==> src/rtl/rst_seq_pkg.sv <==
package rst_seq_pkg;
  typedef enum logic [2:0] {
    ST_RUN, ST_PINLOW, ST_HOLD, ST_STOPPED, ST_WAKE, ST_EXTRST
  } seqState_t;

  typedef struct packed {
    logic cntClear;
    logic cntFreeze;
    logic setLowVolt;
    logic setWdog;
    logic setExt;
  } seqStrobe_t;
endpackage

==> src/rtl/rst_seq_datapath.sv <==
module rst_seq_datapath
  import rst_seq_pkg::*;
#(
  parameter int CNT_STAGES = 12,
  parameter int HOLD_CYC   = 64,
  parameter int SHORT_CYC  = 32
) (
  input  logic       clk2x,
  input  logic       porN,
  input  seqStrobe_t strobe,
  input  logic       statusRead,
  input  logic       shortSel,
  output logic       cntAtFull,
  output logic       cntAtHold,
  output logic       cntAtWake,
  output logic       cntIsZero,
  output logic       wdogTick,
  output logic [3:0] statusFlags
);
  localparam int NUM_SRC = 3;
  localparam logic [CNT_STAGES-1:0] HOLD_LAST  = CNT_STAGES'(HOLD_CYC - 1);
  localparam logic [CNT_STAGES-1:0] SHORT_LAST = CNT_STAGES'(SHORT_CYC - 1);

  logic [CNT_STAGES-1:0] cnt;
  logic [NUM_SRC-1:0]    srcFlag;
  logic [NUM_SRC-1:0]    setVec;
  logic                  porFlag;

  assign cntAtFull = &cnt;
  assign cntAtHold = (cnt == HOLD_LAST);
  assign cntIsZero = (cnt == '0);
  assign cntAtWake = shortSel ? (cnt == SHORT_LAST) : cntAtFull;

  // counting stages plus carry stage feeding the watchdog tick
  always_ff @(negedge clk2x or negedge porN) begin
    if (!porN) begin
      cnt      <= '0;
      wdogTick <= 1'b0;
    end else if (strobe.cntClear) begin
      cnt      <= '0;
      wdogTick <= 1'b0;
    end else if (strobe.cntFreeze) begin
      wdogTick <= 1'b0;
    end else begin
      cnt      <= cnt + 1'b1;
      wdogTick <= cntAtFull;
    end
  end

  assign setVec = {strobe.setExt, strobe.setWdog, strobe.setLowVolt};

  generate
    for (genvar gi = 0; gi < NUM_SRC; gi++) begin : g_flag
      always_ff @(negedge clk2x or negedge porN) begin
        if (!porN)            srcFlag[gi] <= 1'b0;
        else if (setVec[gi])  srcFlag[gi] <= 1'b1;
        else if (statusRead)  srcFlag[gi] <= 1'b0;
      end
    end
  endgenerate

  always_ff @(negedge clk2x or negedge porN) begin
    if (!porN)           porFlag <= 1'b1;
    else if (statusRead) porFlag <= 1'b0;
  end

  assign statusFlags = {srcFlag, porFlag};


  tick_single_chk: assert property (@(negedge clk2x) disable iff (!porN)
    wdogTick |=> !wdogTick);

  lv_flag_source_chk: assert property (@(negedge clk2x) disable iff (!porN)
    $rose(statusFlags[1]) |-> $past(strobe.setLowVolt));

  read_clears_chk: assert property (@(negedge clk2x) disable iff (!porN)
    (statusRead && !(|setVec)) |=> (statusFlags == 4'b0000));
endmodule

==> src/rtl/rst_seq_ctrl.sv <==
module rst_seq_ctrl
  import rst_seq_pkg::*;
(
  input  logic       clk2x,
  input  logic       porN,
  input  logic       lowVoltTrip,
  input  logic       wdogTrip,
  input  logic       extPinLow,
  input  logic       stopReq,
  input  logic       wakeEvt,
  input  logic       shortRecCfg,
  input  logic       cntAtFull,
  input  logic       cntAtHold,
  input  logic       cntAtWake,
  input  logic       cntIsZero,
  output seqStrobe_t strobe,
  output logic       shortSel,
  output logic       rstPinDriveLow,
  output logic       cpuRstN,
  output logic       busClkEn
);
  seqState_t st, stNext;
  logic      intTrip;

  assign intTrip = lowVoltTrip | wdogTrip;

  always_comb begin
    stNext            = st;
    strobe            = '0;
    strobe.setLowVolt = lowVoltTrip;
    strobe.setWdog    = wdogTrip;
    strobe.setExt     = extPinLow && !intTrip && (st != ST_PINLOW);
    if (intTrip) begin
      stNext          = ST_PINLOW;
      strobe.cntClear = 1'b1;
    end else if (extPinLow && st != ST_PINLOW) begin
      stNext = ST_EXTRST;
    end else begin
      unique case (st)
        ST_RUN: if (stopReq) begin
          stNext          = ST_STOPPED;
          strobe.cntClear = 1'b1;
        end
        ST_PINLOW:  if (cntAtFull) stNext = ST_HOLD;
        ST_HOLD:    if (cntAtHold) stNext = ST_RUN;
        ST_STOPPED: begin
          strobe.cntFreeze = 1'b1;
          if (wakeEvt) stNext = ST_WAKE;
        end
        ST_WAKE:    if (cntAtWake) stNext = ST_RUN;
        ST_EXTRST:  stNext = ST_RUN;
        default:    stNext = ST_RUN;
      endcase
    end
  end

  always_ff @(negedge clk2x or negedge porN) begin
    if (!porN) begin
      st       <= ST_PINLOW;
      shortSel <= 1'b0;
    end else begin
      st <= stNext;
      if (st == ST_STOPPED && stNext == ST_WAKE) shortSel <= shortRecCfg;
    end
  end

  assign rstPinDriveLow = (st == ST_PINLOW);
  assign cpuRstN        = !(st == ST_PINLOW || st == ST_HOLD || st == ST_EXTRST);
  assign busClkEn       = !(st == ST_STOPPED || st == ST_WAKE);


  restart_stretch_chk: assert property (@(negedge clk2x) disable iff (!porN)
    intTrip |=> (rstPinDriveLow && cntIsZero));

  cpu_release_chk: assert property (@(negedge clk2x) disable iff (!porN)
    $rose(cpuRstN) |-> $past(st == ST_HOLD || st == ST_EXTRST));

  stop_gates_bus_chk: assert property (@(negedge clk2x) disable iff (!porN)
    (st == ST_RUN && stopReq && !intTrip && !extPinLow) |=> !busClkEn);

  bus_return_chk: assert property (@(negedge clk2x) disable iff (!porN)
    $rose(busClkEn) |-> $past((st == ST_WAKE && cntAtWake) || intTrip || extPinLow));
endmodule

==> src/rtl/rst_stop_seq.sv <==
module rst_stop_seq
  import rst_seq_pkg::*;
#(
  parameter int CNT_STAGES = 12,
  parameter int HOLD_CYC   = 64,
  parameter int SHORT_CYC  = 32
) (
  input  logic       clk2x,
  input  logic       porN,
  input  logic       lowVoltTrip,
  input  logic       wdogTrip,
  input  logic       extPinLow,
  input  logic       stopReq,
  input  logic       wakeEvt,
  input  logic       shortRecCfg,
  input  logic       statusRead,
  output logic       rstPinDriveLow,
  output logic       cpuRstN,
  output logic       busClkEn,
  output logic       wdogTick,
  output logic [3:0] statusFlags
);
  seqStrobe_t strobe;
  logic shortSel, cntAtFull, cntAtHold, cntAtWake, cntIsZero;

  rst_seq_ctrl u_ctrl (
    .clk2x(clk2x), .porN(porN), .lowVoltTrip(lowVoltTrip), .wdogTrip(wdogTrip),
    .extPinLow(extPinLow), .stopReq(stopReq), .wakeEvt(wakeEvt),
    .shortRecCfg(shortRecCfg), .cntAtFull(cntAtFull), .cntAtHold(cntAtHold),
    .cntAtWake(cntAtWake), .cntIsZero(cntIsZero), .strobe(strobe),
    .shortSel(shortSel), .rstPinDriveLow(rstPinDriveLow), .cpuRstN(cpuRstN),
    .busClkEn(busClkEn)
  );

  rst_seq_datapath #(
    .CNT_STAGES(CNT_STAGES), .HOLD_CYC(HOLD_CYC), .SHORT_CYC(SHORT_CYC)
  ) u_dp (
    .clk2x(clk2x), .porN(porN), .strobe(strobe), .statusRead(statusRead),
    .shortSel(shortSel), .cntAtFull(cntAtFull), .cntAtHold(cntAtHold),
    .cntAtWake(cntAtWake), .cntIsZero(cntIsZero), .wdogTick(wdogTick),
    .statusFlags(statusFlags)
  );
endmodule

==> config.mk <==
export PLATFORM = sky130hd
export DESIGN_NAME = rst_stop_seq
export DESIGN_NICKNAME = d
export VERILOG_FILES = /design/src/rtl/rst_seq_pkg.sv /design/src/rtl/rst_seq_datapath.sv /design/src/rtl/rst_seq_ctrl.sv /design/src/rtl/rst_stop_seq.sv
export SDC_FILE = /design/constraint.sdc
export NUM_CORES = 1
export LEC_CHECK = 0
export BUFFER_PORTS_ARGS = -buffer_cell sky130_fd_sc_hd__clkbuf_2
export CAP_MARGIN = 0
export CORE_UTILIZATION = 55
export DETAILED_ROUTE_END_ITERATION = 6
export PLACE_DENSITY_LB_ADDON = 0.15
export SETUP_SLACK_MARGIN = 0.05
export SLEW_MARGIN = 20
export SYNTH_ARGS = -nofsm -noshare
export SYNTH_HDL_FRONTEND = slang
export SYNTH_SLANG_ARGS = --single-unit
export TNS_END_PERCENT = 5
==> constraint.sdc <==
create_clock -name clk2x -period 2.1 [get_ports clk2x]
set_input_delay 0.63 -clock clk2x [delete_from_list [all_inputs] [get_ports clk2x]]
set_output_delay 0.63 -clock clk2x [all_outputs]
set_load 0.005 [all_outputs]
==> results list, run 1 <==
- Among all stages on the critical path, the largest delay is contributed by dfstp_2.
- The cell area that synthesis handed to floorplanning was roughly 0.0012 mm².
- Vias post-DR: between 1000 and 1500
- Number of endpoints failing setup at the final stage: 24
- Number of nets with antenna violations after routing: 0
- Post-route core utilization: between 80% and 90%
- In this run the power density over the cells is between 400 and 500 mW/mm².
- The worst setup path is of the register to output pin kind.
* Synth Area per Inst: between 9 and 10 µm²
* Clock tree root driver cell: clkbuf_4
- Once routing completed, OpenROAD measured the worst setup slack at -0.887 ns.
- After detailed placement, the design holds a cell count of between 150 and 200.
* Initial core utilization: 58.7%
- Violations in the final reports: negative setup slack
* Fraction of registers with async set or reset after synthesis: 100%
* Worst-case setup slack after placement: -0.725 ns
* Critical register-to-register path startpoint: u_dp.cnt[0]$_DFFE_NN0P_
- The setup check on the worst reg-to-reg path leaves a slack of ~0.29 ns.
- CTS built an H-tree with a depth of 1.
- The via count of the first global-routing pass came to between 900 and 1000.
- Overall routing resource usage: 26.3%
* Largest voltage drop on the vdd net: around 0.00043 V
* Port Buffer Count: 16
- During synthesis, Yosys emitted a total of 0 warnings.
- ANT cells: 0
- Area Overhead vs Synth: 36.7%
- Critical Path Fanout Max: 6
- Setup repair after global routing missed its margin: true
* Primary flip-flop cell chosen by synthesis mapping: dfrtn_1
* Endpoint required time on the critical path: roughly 1.5 ns
- Width of the die: about 48 µm
- Number of buffer and inverter stages on the critical path: 1
- The number of hold violations in the final report came to 0.
- In this run, the number of DRC markers left after iteration 0 of detailed routing was 36.
* Transition time at the pin with the least slew margin: roughly 0.37 ns
* LEAKAGE: 0.724 nW
- In this run, distinct cell masters in the synthesized netlist total between 40 and 50.
- Synthesized netlist net count: ~130
- TritonCTS built the clock tree.
- WP data arrival: 2.36 ns
- Total CTS buffers: 3
* Die outline area: around 0.0023 mm²
- Placement Rows: 16
* Critical path launch point type: register
* Crit. Startpoint: u_ctrl.st[0]$_DFF_NN1_
- Final slew viol count: 0
- Hold Path Cell Cnt: 1
* CORE AREA: approximately 0.0020 mm²
- Number of max-capacitance violations reported: 0
- Dividing the detail-routed wire length by the instance count gives between 15 and 20 µm.
- After detailed routing, the number of remaining DRC violations is 0.
- For this run, the post-layout net count is about 170.
- In this run the worst setup path terminates at busClkEn.
- Hold timing on the final database bottoms out at a slack of about 0.43 ns.
* Endpoint of the lowest-slack register-to-register path: u_ctrl.st[1]$_DFF_NN0_
- For this design, the CTS-stage hold fixing added 0 buffers.
- Entering global routing, the biggest net connects 14 pins.
- Instance count on the critical path: 3
- From bottom edge to top edge, the die measures about 48 µm.
- Using the TritonRoute via totals, the vias-per-cell ratio works out to ~5.7.
- Wire length after detailed routing: a little under 3000 µm
* Result of the run: complete, but fails checks
* 1st-pass router iterations: 4
- Stage delay of the slowest cell on the critical path: just under 0.6 ns
- Post-DP HPWL: just over 2000 µm
- Sequential elements use a little under half of the synthesized area.
- Kind of capture point of the worst setup path: output pin
- Depth of the most critical reg-to-reg path: 4
- Across the routed clock network, the largest skew measured is 0.0615 ns.
- Remaining max-slew budget at the tightest pin: 74.9%
* Worst-Skew Late Latency: between 0.3 and 0.4 ns
* Clock transition at the register clock pins on the worst setup and hold paths after CTS: ~0.08 ns
- Gate count after technology mapping: roughly 120
- The tightest min-delay check is of the register to register type.
* Final Non-Filler Cells: 190
- After global routing the overflow that remains totals 0.
- IO Count: 17
- The post-route netlist has a little over 40% of its cells at a drive strength greater than 1.
* Flop and latch count out of synthesis: 21
- Initial antenna violation count: 0
- No sink is reached through more buffers than the 2 on the longest clock path.
* First-pass GRT wire length: 4130 µm
- Walking the worst path, the cells encountered are nor2b_4 > a22oi_1 > clkbuf_2.
* GP Congestion: slightly above 0.9
* EDFF count, synth: 0
* Cell type group with the largest total delay on the critical path: flip-flops
- For this design, the sink count on the clock tree is 21.
## Yosys cell counts, types with 2 or more instances
master,number,area share [%]
nor2b_1,2,1.1
o21ai_0,7,3.0
or3_1,3,1.6
xor2_1,4,3.0
clkbuf_1,3,0.98
nand2_1,10,3.3
nor4_1,3,1.6
o311a_1,2,1.7
dfstp_2,2,4.6
xnor2_1,2,1.5
o211ai_1,2,1.3
inv_1,2,0.65
nor2_1,16,5.2
dfrtn_1,19,41
a21oi_1,9,3.9
nand3_1,5,2.2
a21o_1,3,2.0
## registers in the layout, summed over array words and instances (netlist names)
register and count:
u_ctrl.shortSel 1, u_ctrl.st 3, u_dp.cnt 12, u_dp.porFlag 1
u_dp.statusFlags 3, u_dp.wdogTick 1
## logic make-up (layout without fill, tap and decap cells)
group                      after synthesis  in the layout  share of synthesized area, %
muxes                                    2              2                          1.85
AOI/OAI and AO/OA                       31             31                          17.5
and+or+nand+nor                         52             52                          25.4
buffers and inverters                    8             50                          3.70
xor gates and xnor gates                 6              6                          4.57
DFF                                     21             21                          45.9
adders and majority gates                1              1                          1.09
## cell type report
class / count / area, µm²
multi-input cells: 92 / 668
flip-flops and latches: 21 / 528
inverters: 1 / 3.75
fillers: 136 / 388
clock inverters: 2 / 7.51
well taps: 27 / 33.8
repair buffers: 43 / 307
clock buffers: 4 / 26.3
## worst min path at each step
stage | from | end | slack, ns
final | u_dp.statusFlags[3]$_DFFE_NN0P_ | u_dp.statusFlags[3]$_DFFE_NN0P_ | 0.43
after global routing | u_dp.statusFlags[2]$_DFFE_NN0P_ | u_dp.statusFlags[2]$_DFFE_NN0P_ | 0.46
after CTS | u_dp.statusFlags[3]$_DFFE_NN0P_ | u_dp.statusFlags[3]$_DFFE_NN0P_ | 0.44
after detailed placement | u_dp.statusFlags[1]$_DFFE_NN0P_ | u_dp.statusFlags[1]$_DFFE_NN0P_ | 0.43
after global placement | u_dp.statusFlags[1]$_DFFE_NN0P_ | u_dp.statusFlags[1]$_DFFE_NN0P_ | 0.43
after floorplan | u_dp.statusFlags[1]$_DFFE_NN0P_ | u_dp.statusFlags[1]$_DFFE_NN0P_ | 0.44
## power by group
group	internal, mW	switching (mW)
Sequential	0.411	0.00375
Combinational	0.0315	0.0334
Clock	0.0790	0.130
## cell usage in the layout (no fill, tap or decap), types with 2 or more instances in the layout
cell type,netlist,routed
xnor2_1,2,2
o21ai_0,7,5
or3_1,3,3
dfstp_2,2,2
nand2_2,0,2
nand2_1,10,8
a21o_1,3,3
nand3_1,5,4
buf_4,1,23
inv_1,2,3
o211ai_1,2,2
buf_6,1,3
clkbuf_2,0,13
a21oi_1,9,8
nor2_1,16,13
dfrtn_1,19,19
nor2_4,0,2
o311a_1,2,2
nor4_1,3,2
xor2_1,4,4
buf_2,1,3
clkbuf_4,0,3
## metal layers
metal  track usage, %  wire length (µm)  part of all wire, %  vias to the layer above
met1             35.6              1310                   45                      518
met3             4.53               103                  3.6                        8
met5                0                 0                    0                        -
met2             42.7              1450                   50                       35
met4             8.33                39                  1.3                        0
li1                 -                 -                    -                      527
## per-stage QoR
step / total power, mW / TNS (ns) / area (µm²)
detailed placement: 0.491 / -12.75 / 1450
global route: 0.722 / -9.95 / 1570
CTS: 0.692 / -9.67 / 1510
floorplan: 0.451 / -8.57 / 1180
global placement: 0.490 / -12.16 / 1450
finish: 0.689 / -8.83 / 1570
## what timing repair did
action | CTS | global route
buffers inserted | 1 | 0
pin swaps | 2 | 6
resized for setup | 4 | 18
endpoints found under the setup margin | 24 | 24
Note: power is estimated with default switching activity, not from simulation.
==> run 2: changes to the inputs <==
--- a/config.mk
+++ b/config.mk
@@ -10,7 +10,7 @@
 export CORE_UTILIZATION = 55
 export DETAILED_ROUTE_END_ITERATION = 6
 export PLACE_DENSITY_LB_ADDON = 0.15
-export SETUP_SLACK_MARGIN = 0.05
+export SETUP_SLACK_MARGIN = 0.5
 export SLEW_MARGIN = 20
 export SYNTH_ARGS = -nofsm -noshare
 export SYNTH_HDL_FRONTEND = slang
==> run 2 against run 1 <==
Compared with the run above: the flow still finishes with violations (negative setup slack); design area is 3.0% higher; clock power is essentially flat; worst hold slack about the same; via count grew 1.5%; sequential share of layout area fell by 0.98 points; first-iteration DRC count shrank 5.6%; critical path depth is the same.
==> results list, run 2 (synthesis gave the netlist of run 1 again) <==
* Result of the run: complete, but fails checks (unchanged)
* Violations in the final reports: negative setup slack (unchanged)
* Stage delay of the slowest cell on the critical path: 0.58 ns (about the same)
* Width of the die: 47.8 µm (unchanged)
* Critical path launch point type: register (unchanged)
- Power per cell area: 430 mW/mm² (was 438 mW/mm²)
- Placement Rows: 16 (unchanged)
- Number of hold-repair buffers added at the cts stage: 0 (unchanged)
* Final routed DRC violation total: 0 (unchanged)
* Remaining max-slew budget at the tightest pin: 75.9% (was 74.9%)
- Number of max-capacitance violations reported: 0 (unchanged)
- Worst-case setup slack after placement: -0.725 ns (unchanged)
- The most common cell after layout, fill and taps aside was buf_4 (unchanged).
* Total CTS buffers: 3 (unchanged)
- Highest-count cells in the layout ignoring fill and taps: 21 x buf_4, 19 x dfrtn_1, 13 x nor2_1 (was 23 x buf_4, 19 x dfrtn_1, 13 x nor2_1, 13 x clkbuf_2).
- Largest net degree at the start of global routing: 14 (unchanged)
- The beginning of the worst register-to-register path is u_dp.cnt[0]$_DFFE_NN0P_ (unchanged).
- The post-detailed-route count of antenna-violating nets came to 0 (unchanged).
- The clock sink count came to 21 (unchanged).
* Area Overhead vs Synth: 40.9% (was 36.7%)
- Worst hold path type: register to register (unchanged)
- Largest voltage drop on the vdd net: 0.000435 V (was 0.000428 V)
- Flip-flop count of the largest register, all copies and words added: 12 (unchanged)
- First-pass GRT wire length: 4130 µm (unchanged)
* Vias per cell: 5.81 (was 5.73)
- The post-placement cell count was 184 (unchanged).
* Wire length after detailed routing: 2930 µm (was 2900 µm)
- Routed wire length per instance: 15.4 µm (was 15.2 µm)
- Final std cell area, no fill: 0.00162 mm² (was 0.00157 mm²)
- The detailed-placement wirelength estimate came to 2070 µm (unchanged).
- Register ranked first by flip-flop count: u_dp.cnt (unchanged)
* Vertical extent of the die: 47.8 µm (unchanged)
- The transition time at the pin with the least slew margin came to 0.357 ns (was 0.372 ns).
- Total negative setup slack: -8.81 ns (was -8.83 ns)
- The clock latency on the worst-skew pair is 0.35 ns (was 0.36 ns).
- Worst setup slack for register-to-register paths: 0.28 ns (was 0.29 ns)
- Final Non-Filler Cells: 190 (unchanged)
- The library cell contributing the largest single delay on the critical path is dfstp_2 (unchanged).
- Vias post-DR: 1104 (was 1088)
* Worst Skew: 0.0610 ns (was 0.0615 ns)
- Critical path, cell by cell: nor2_1 > mux2i_1 > buf_2 (was nor2b_4 > a22oi_1 > clkbuf_2).
* Port Buffer Count: 16 (unchanged)
* Die outline area: 0.00228 mm² (unchanged)
* Clock transition at the register clock pins on the worst setup and hold paths after CTS: 0.08 ns (about the same)
- Initial detailed-routing violation count: 34 (was 36)
* Category of the most critical setup path: register to output pin (unchanged)
* ANT cells: 0 (unchanged)
- The number of fill cells is 124 (was 136).
- The clock tree from TritonCTS was built (unchanged).
- The number of antenna violations at the first check in global routing came to 0 (unchanged).
- The cell depth of the worst min-delay path came to 1 (unchanged).
* Proportion of layout cells with a drive suffix above 1: 41.1% (was 40.5%)
* CORE AREA: 0.00196 mm² (unchanged)
- The data arrival at the endpoint of the critical path is 2.36 ns (about the same).
* Final net count: 174 (unchanged)
- The number of hold violations in the final report was 0 (unchanged).
- The end of the critical path is cpuRstN (was busClkEn).
- Setup repair after global routing missed its margin: true (unchanged)
* Depth of the most critical reg-to-reg path: 4 (unchanged)
- Max clock buf depth: 2 (unchanged)
- Worst-case setup margin in the final layout: -0.890 ns (was -0.887 ns)
* Overflow left after global routing: 0 (unchanged)
- LEAKAGE: 0.738 nW (was 0.724 nW)
* IO Count: 17 (unchanged)
- Placement-stage cell area: 0.00145 mm² (unchanged)
- CTS H-tree depth: 1 (unchanged)
- The number of detailed-routing iterations run before antenna repair came to 4 (unchanged).
- Clock tree root driver cell: clkbuf_4 (unchanged)
- GP Congestion: 0.915 (unchanged)
* Final slew viol count: 0 (unchanged)
* Endpoint of the lowest-slack register-to-register path: u_ctrl.st[1]$_DFF_NN0_ (unchanged)
* Number of global-route vias before repair: 929 (was 941)
- Endpoint required time on the critical path: 1.47 ns (about the same)
- The maximum fanout encountered on the critical timing path is 6 (unchanged).
* Number of endpoints failing setup at the final stage: 24 (unchanged)
- Kind of capture point of the worst setup path: output pin (unchanged)
- The initial cell density of the core is 58.7% (unchanged).
- Overall routing resource usage: 26.3% (unchanged)
* Crit. Startpoint: u_ctrl.st[0]$_DFF_NN1_ (unchanged)
-- run 2: cell types whose count changed in the layout (fill, tap and decap cells not counted) --
cell and change:
buf_4 -2, buf_6 +3, buf_8 +2, clkbuf_2 -4, clkbuf_8 +1, inv_1 -1
inv_6 +1
-- run 2: final cells by class --
class / count / area, µm² / share of cell area (%)
tap: 27 / 33.8 / 2.08
sequential: 21 / 528 / 32.6
inverter: 1 / 8.76 / 0.540
clock inverter: 2 / 7.51 / 0.463
clock buffer: 4 / 26.3 / 1.62
timing repair buffer: 43 / 349 / 21.5
multi-input combinational: 92 / 668 / 41.2
-- run 2: worst min path at each step --
stage	start	endpoint
5_1_grt	u_dp.statusFlags[2]$_DFFE_NN0P_	u_dp.statusFlags[2]$_DFFE_NN0P_
4_1_cts	u_dp.statusFlags[3]$_DFFE_NN0P_	u_dp.statusFlags[3]$_DFFE_NN0P_
2_1_floorplan	u_dp.statusFlags[1]$_DFFE_NN0P_	u_dp.statusFlags[1]$_DFFE_NN0P_
3_5_place_dp	u_dp.statusFlags[1]$_DFFE_NN0P_	u_dp.statusFlags[1]$_DFFE_NN0P_
3_3_place_gp	u_dp.statusFlags[1]$_DFFE_NN0P_	u_dp.statusFlags[1]$_DFFE_NN0P_
6_report	u_dp.statusFlags[2]$_DFFE_NN0P_	u_dp.statusFlags[2]$_DFFE_NN0P_
-- run 2: layer usage --
layer	global-route usage, %	up-vias	share of wire (%)
met1	35.9	543	44
li1	-	528	-
met3	4.53	6	3.2
met2	42.4	27	51
met4	8.33	0	1.1
met5	0	-	0
-- run 2: what timing repair did --
item,CTS,global route
gates resized for setup,7,27
buffers inserted,1,0
endpoints found under the setup margin,29,29
pin swaps,6,9
-- run 2: through the flow --
step	utilization, %	hold WS (ns)	total power, mW
finish	82.7	0.430	0.698
global route	82.7	0.458	0.731
CTS	77.7	0.440	0.694
detailed placement	74.0	0.431	0.491
global placement	74.0	0.427	0.490
floorplan	-	0.437	0.451
-- run 2: where the power goes --
group	total, mW	switching [mW]	internal, mW
sequential	0.415	0.00385	0.411
clock	0.207	0.129	0.0789
combinational	0.0748	0.0352	0.0396
-- run 2: worst max-delay path: cells and delay by family (launching register included) --
kind	cells	cell delay, ns
flops	1	0.58
simple gates	1	0.08
mux	1	0.16
buf+inv	1	0.14
==> run 3: changes to the inputs <==
--- a/config.mk
+++ b/config.mk
@@ -7,7 +7,8 @@
 export LEC_CHECK = 0
 export BUFFER_PORTS_ARGS = -buffer_cell sky130_fd_sc_hd__clkbuf_2
 export CAP_MARGIN = 0
-export CORE_UTILIZATION = 55
+export CORE_UTILIZATION = 58
+export CTS_BUF_LIST = sky130_fd_sc_hd__clkbuf_4 sky130_fd_sc_hd__clkbuf_8
 export DETAILED_ROUTE_END_ITERATION = 6
 export PLACE_DENSITY_LB_ADDON = 0.15
 export SETUP_SLACK_MARGIN = 0.5
==> constraint.sdc (replaced) <==
create_clock -name clk2x -period 2.1 [get_ports clk2x]
set_input_delay 0 -clock clk2x [delete_from_list [all_inputs] [get_ports clk2x]]
set_output_delay 0 -clock clk2x [all_outputs]
set_load 0.005 [all_outputs]
==> run 3 against run 2 <==
Compared with the run above: sequential share of layout area up 3.8 points; clock skew increased by 0.0019 ns; count of clock-buffer cells in the layout is 1 lower; largest cell class unchanged; design area decreased by 11%; wire length down 13%; critical path depth unchanged; combinational power fell by 28%; worst hold slack improved by 0.0016 ns; the flow still finishes with violations (negative setup slack); first-iteration DRC count is 29% lower; global-route usage hardly changed; sequential power barely moved; die area down 5.0%; critical endpoint is now rstPinDriveLow.
==> results list, run 3 (synthesis gave the netlist of run 1 again) <==
* Transition time at the pin with the least slew margin: 0.508 ns (was 0.357 ns)
* Critical Path Fanout Max: 7 (was 6)
- The number of detailed-routing iterations run before antenna repair is 4 (unchanged).
- The post-place instance area came to 0.00134 mm² (was 0.00145 mm²).
- Final slew viol count: 0 (unchanged)
- Number of max-capacitance violations reported: 0 (unchanged)
- The sequential cell area was 528 µm² (unchanged).
- Violations in the final reports: negative setup slack (unchanged).
- The maximum cell stage delay along the critical path is 0.59 ns (was 0.58 ns).
* Critical register-to-register path startpoint: u_ctrl.st[0]$_DFF_NN1_ (was u_dp.cnt[0]$_DFFE_NN0P_)
- Highest-count cells in the layout ignoring fill and taps: 19 x dfrtn_1, 15 x clkbuf_2, 13 x nor2_1, 13 x buf_4, 10 x nand2_1 (was 21 x buf_4, 19 x dfrtn_1, 13 x nor2_1).
* Slowest CP cell: dfstp_2 (unchanged)
* Number of buffer and inverter stages on the critical path: 1 (unchanged)
* Number of filler instances in the final layout: 118 (was 124)
* Vias per cell: 6.04 (was 5.81)
- Vias post-DR: 1057 (was 1104)
- Total negative setup slack: -0.845 ns (was -8.81 ns)
* Cell type group with the largest total delay on the critical path: flip-flops (unchanged)
* Initial antenna violation count: 0 (unchanged)
- Result of the run: complete, but fails checks (unchanged).
* First-pass GRT wire length: 3900 µm (was 4130 µm)
* Worst hold path type: register to register (unchanged)
- The power density normalized to cell area came to 468 mW/mm² (was 430 mW/mm²).
- Vertical extent of the die: 46.6 µm (was 47.8 µm)
* IO Count: 17 (unchanged)
- Post-DP HPWL: 1840 µm (was 2070 µm)
- The leftover overflow at the end of global routing is 0 (unchanged).
- The layout overhead on the synthesized area came to 26.0% (was 40.9%).
* Critical path, cell by cell: nand2b_1 > nor2_2 > clkbuf_2 (was nor2_1 > mux2i_1 > buf_2)
* Die outline area: 0.00217 mm² (was 0.00228 mm²)
- Routed wire length per instance: 14.5 µm (was 15.4 µm)
- Register ranked first by flip-flop count: u_dp.cnt (unchanged)
- Largest net degree at the start of global routing: 22 (was 14)
* Hold path start: u_dp.statusFlags[1]$_DFFE_NN0P_ (was u_dp.statusFlags[2]$_DFFE_NN0P_)
- The flip-flop count of the largest register after layout was 12 (unchanged).
- Width of the die: 46.6 µm (was 47.8 µm)
- The DRC violation total after the first TritonRoute iteration is 24 (was 34).
- Total CTS buffers: 3 (unchanged)
- Hold violation total from the final report: 0 (unchanged)
- Wire length after detailed routing: 2540 µm (was 2930 µm)
- The register clock-pin slew on the reported worst setup and hold paths was 0.08 ns (about the same).
* Number of nets with antenna violations after routing: 0 (unchanged)
* Max clock buf depth: 2 (unchanged)
- Proportion of layout cells with a drive suffix above 1: 34.7% (was 41.1%)
- The net count of the finished layout came to 161 (was 174).
* CORE AREA: 0.00180 mm² (was 0.00196 mm²)
- The worst-case hold slack is 0.432 ns (was 0.430 ns).
* Combined area of the multi-input logic cells: 656 µm² (was 668 µm²)
* GP Congestion: 0.857 (was 0.915)
- WP data arrival: 2.39 ns (was 2.36 ns)
* Clock tree root driver cell: clkbuf_4 (unchanged)
- Setup repair after global routing missed its margin: true (unchanged).
- Initial core utilization: 63.9% (was 58.7%)
- Overall routing resource usage: 26.2% (was 26.3%)
- The most common cell after layout, fill and taps aside was dfrtn_1 (was buf_4).
- The number of remaining DRC errors is 0 (unchanged).
- LEAKAGE: 0.649 nW (was 0.738 nW)
- The hold buffer count at cts is 0 (unchanged).
* Crit. Startpoint: u_ctrl.st[0]$_DFF_NN1_ (unchanged)
- The worst path setup slack after routing was -0.288 ns (was -0.890 ns).
* Placement Rows: 15 (was 16)
- The remaining max-slew budget at the tightest pin came to 66.2% (was 75.9%).
* CTS tree: built (unchanged)
* Port Buffer Count: 16 (unchanged)
* ANT cells: 0 (unchanged)
* Total power: 679 µW (was 698 µW)
- Endpoint required time on the critical path: 2.10 ns (was 1.47 ns)
* Largest voltage drop on the vdd net: 0.000458 V (was 0.000435 V)
- CTS sink count: 21 (unchanged)
- The number of failing setup endpoints in the final timing report is 3 (was 24).
* Final std cell area, no fill: 0.00145 mm² (was 0.00162 mm²)
- The clock latency on the worst-skew pair was 0.36 ns (was 0.35 ns).
* Kind of capture point of the worst setup path: output pin (unchanged)
* Category of the most critical setup path: register to output pin (unchanged)
- The kind of start point of the critical path was a register (unchanged).
* Post-route core utilization: 80.5% (was 82.7%)
- The level count of the clock H-tree was 1 (unchanged).
* Worst Skew: 0.0629 ns (was 0.0610 ns)
* Number of global-route vias before repair: 890 (was 929)
## run 3: cell types whose count changed in the layout (fill, tap and decap cells not counted), moves of 2 or more
cell	before	now
clkbuf_2	9	15
nand2_1	8	10
buf_6	6	0
nand2_2	2	0
buf_2	3	1
buf_4	21	13
buf_8	2	0
## run 3: path summary, 6_finish.rpt
path	depth (start not counted)	to	slack, ns
min in group asynchronous	1	u_dp.cnt[6]$_DFFE_NN0P_	0.58
max	3	rstPinDriveLow	-0.29
min reg2reg	1	u_dp.statusFlags[1]$_DFFE_NN0P_	0.43
max reg2reg	5	u_ctrl.shortSel$_DFFE_NN0P_	0.37
max in group asynchronous	1	u_dp.porFlag$_DFFE_NN1P_	1.09
min	1	u_dp.statusFlags[1]$_DFFE_NN0P_	0.43
## run 3: final cells by class
type                       instances  share of cell area, %
clock buffer                       3                   1.55
clock inverter                     3                  0.777
inverter                           1                  0.259
multi-input combinational         92                   45.2
sequential                        21                   36.4
tap                               25                   2.16
timing repair buffer              30                   13.6
## run 3: timing repair
action | 4_1_cts | 5_1_grt
setup buffers | 2 | 0
resized for setup | 9 | 5
endpoints found under the hold margin | 0 | 0
setup endpoints to repair | 24 | 25
pin swaps | 3 | 6
## run 3: worst register-to-register path, cell delays in order (launching register included)
cell       delay [ns]
dfstp_2          0.59
buf_4            0.14
nand4bb_2        0.24
nor2_4           0.18
nand2_1          0.07
mux2_4           0.30
## run 3: power by group
group,switching (mW),internal [mW]
Clock,0.133,0.0754
Sequential,0.00496,0.411
Combinational,0.0298,0.0237
Total,0.168,0.510
## run 3: metrics by stage
| step | setup slack (ns) | std cells |
|---|---|---|
| after global routing | -0.355 | 175 |
| after global placement | -0.0187 | 168 |
| after detailed placement | -0.0455 | 168 |
| after CTS | -0.283 | 175 |
| final | -0.288 | 175 |
| after floorplan | 0.00847 | 121 |
## run 3: per-layer routing
layer	global-route usage, %	wire length, µm
met2	42.2	1210
met5	0	0
met4	11.2	52
met1	34.4	1120
met3	4.31	162
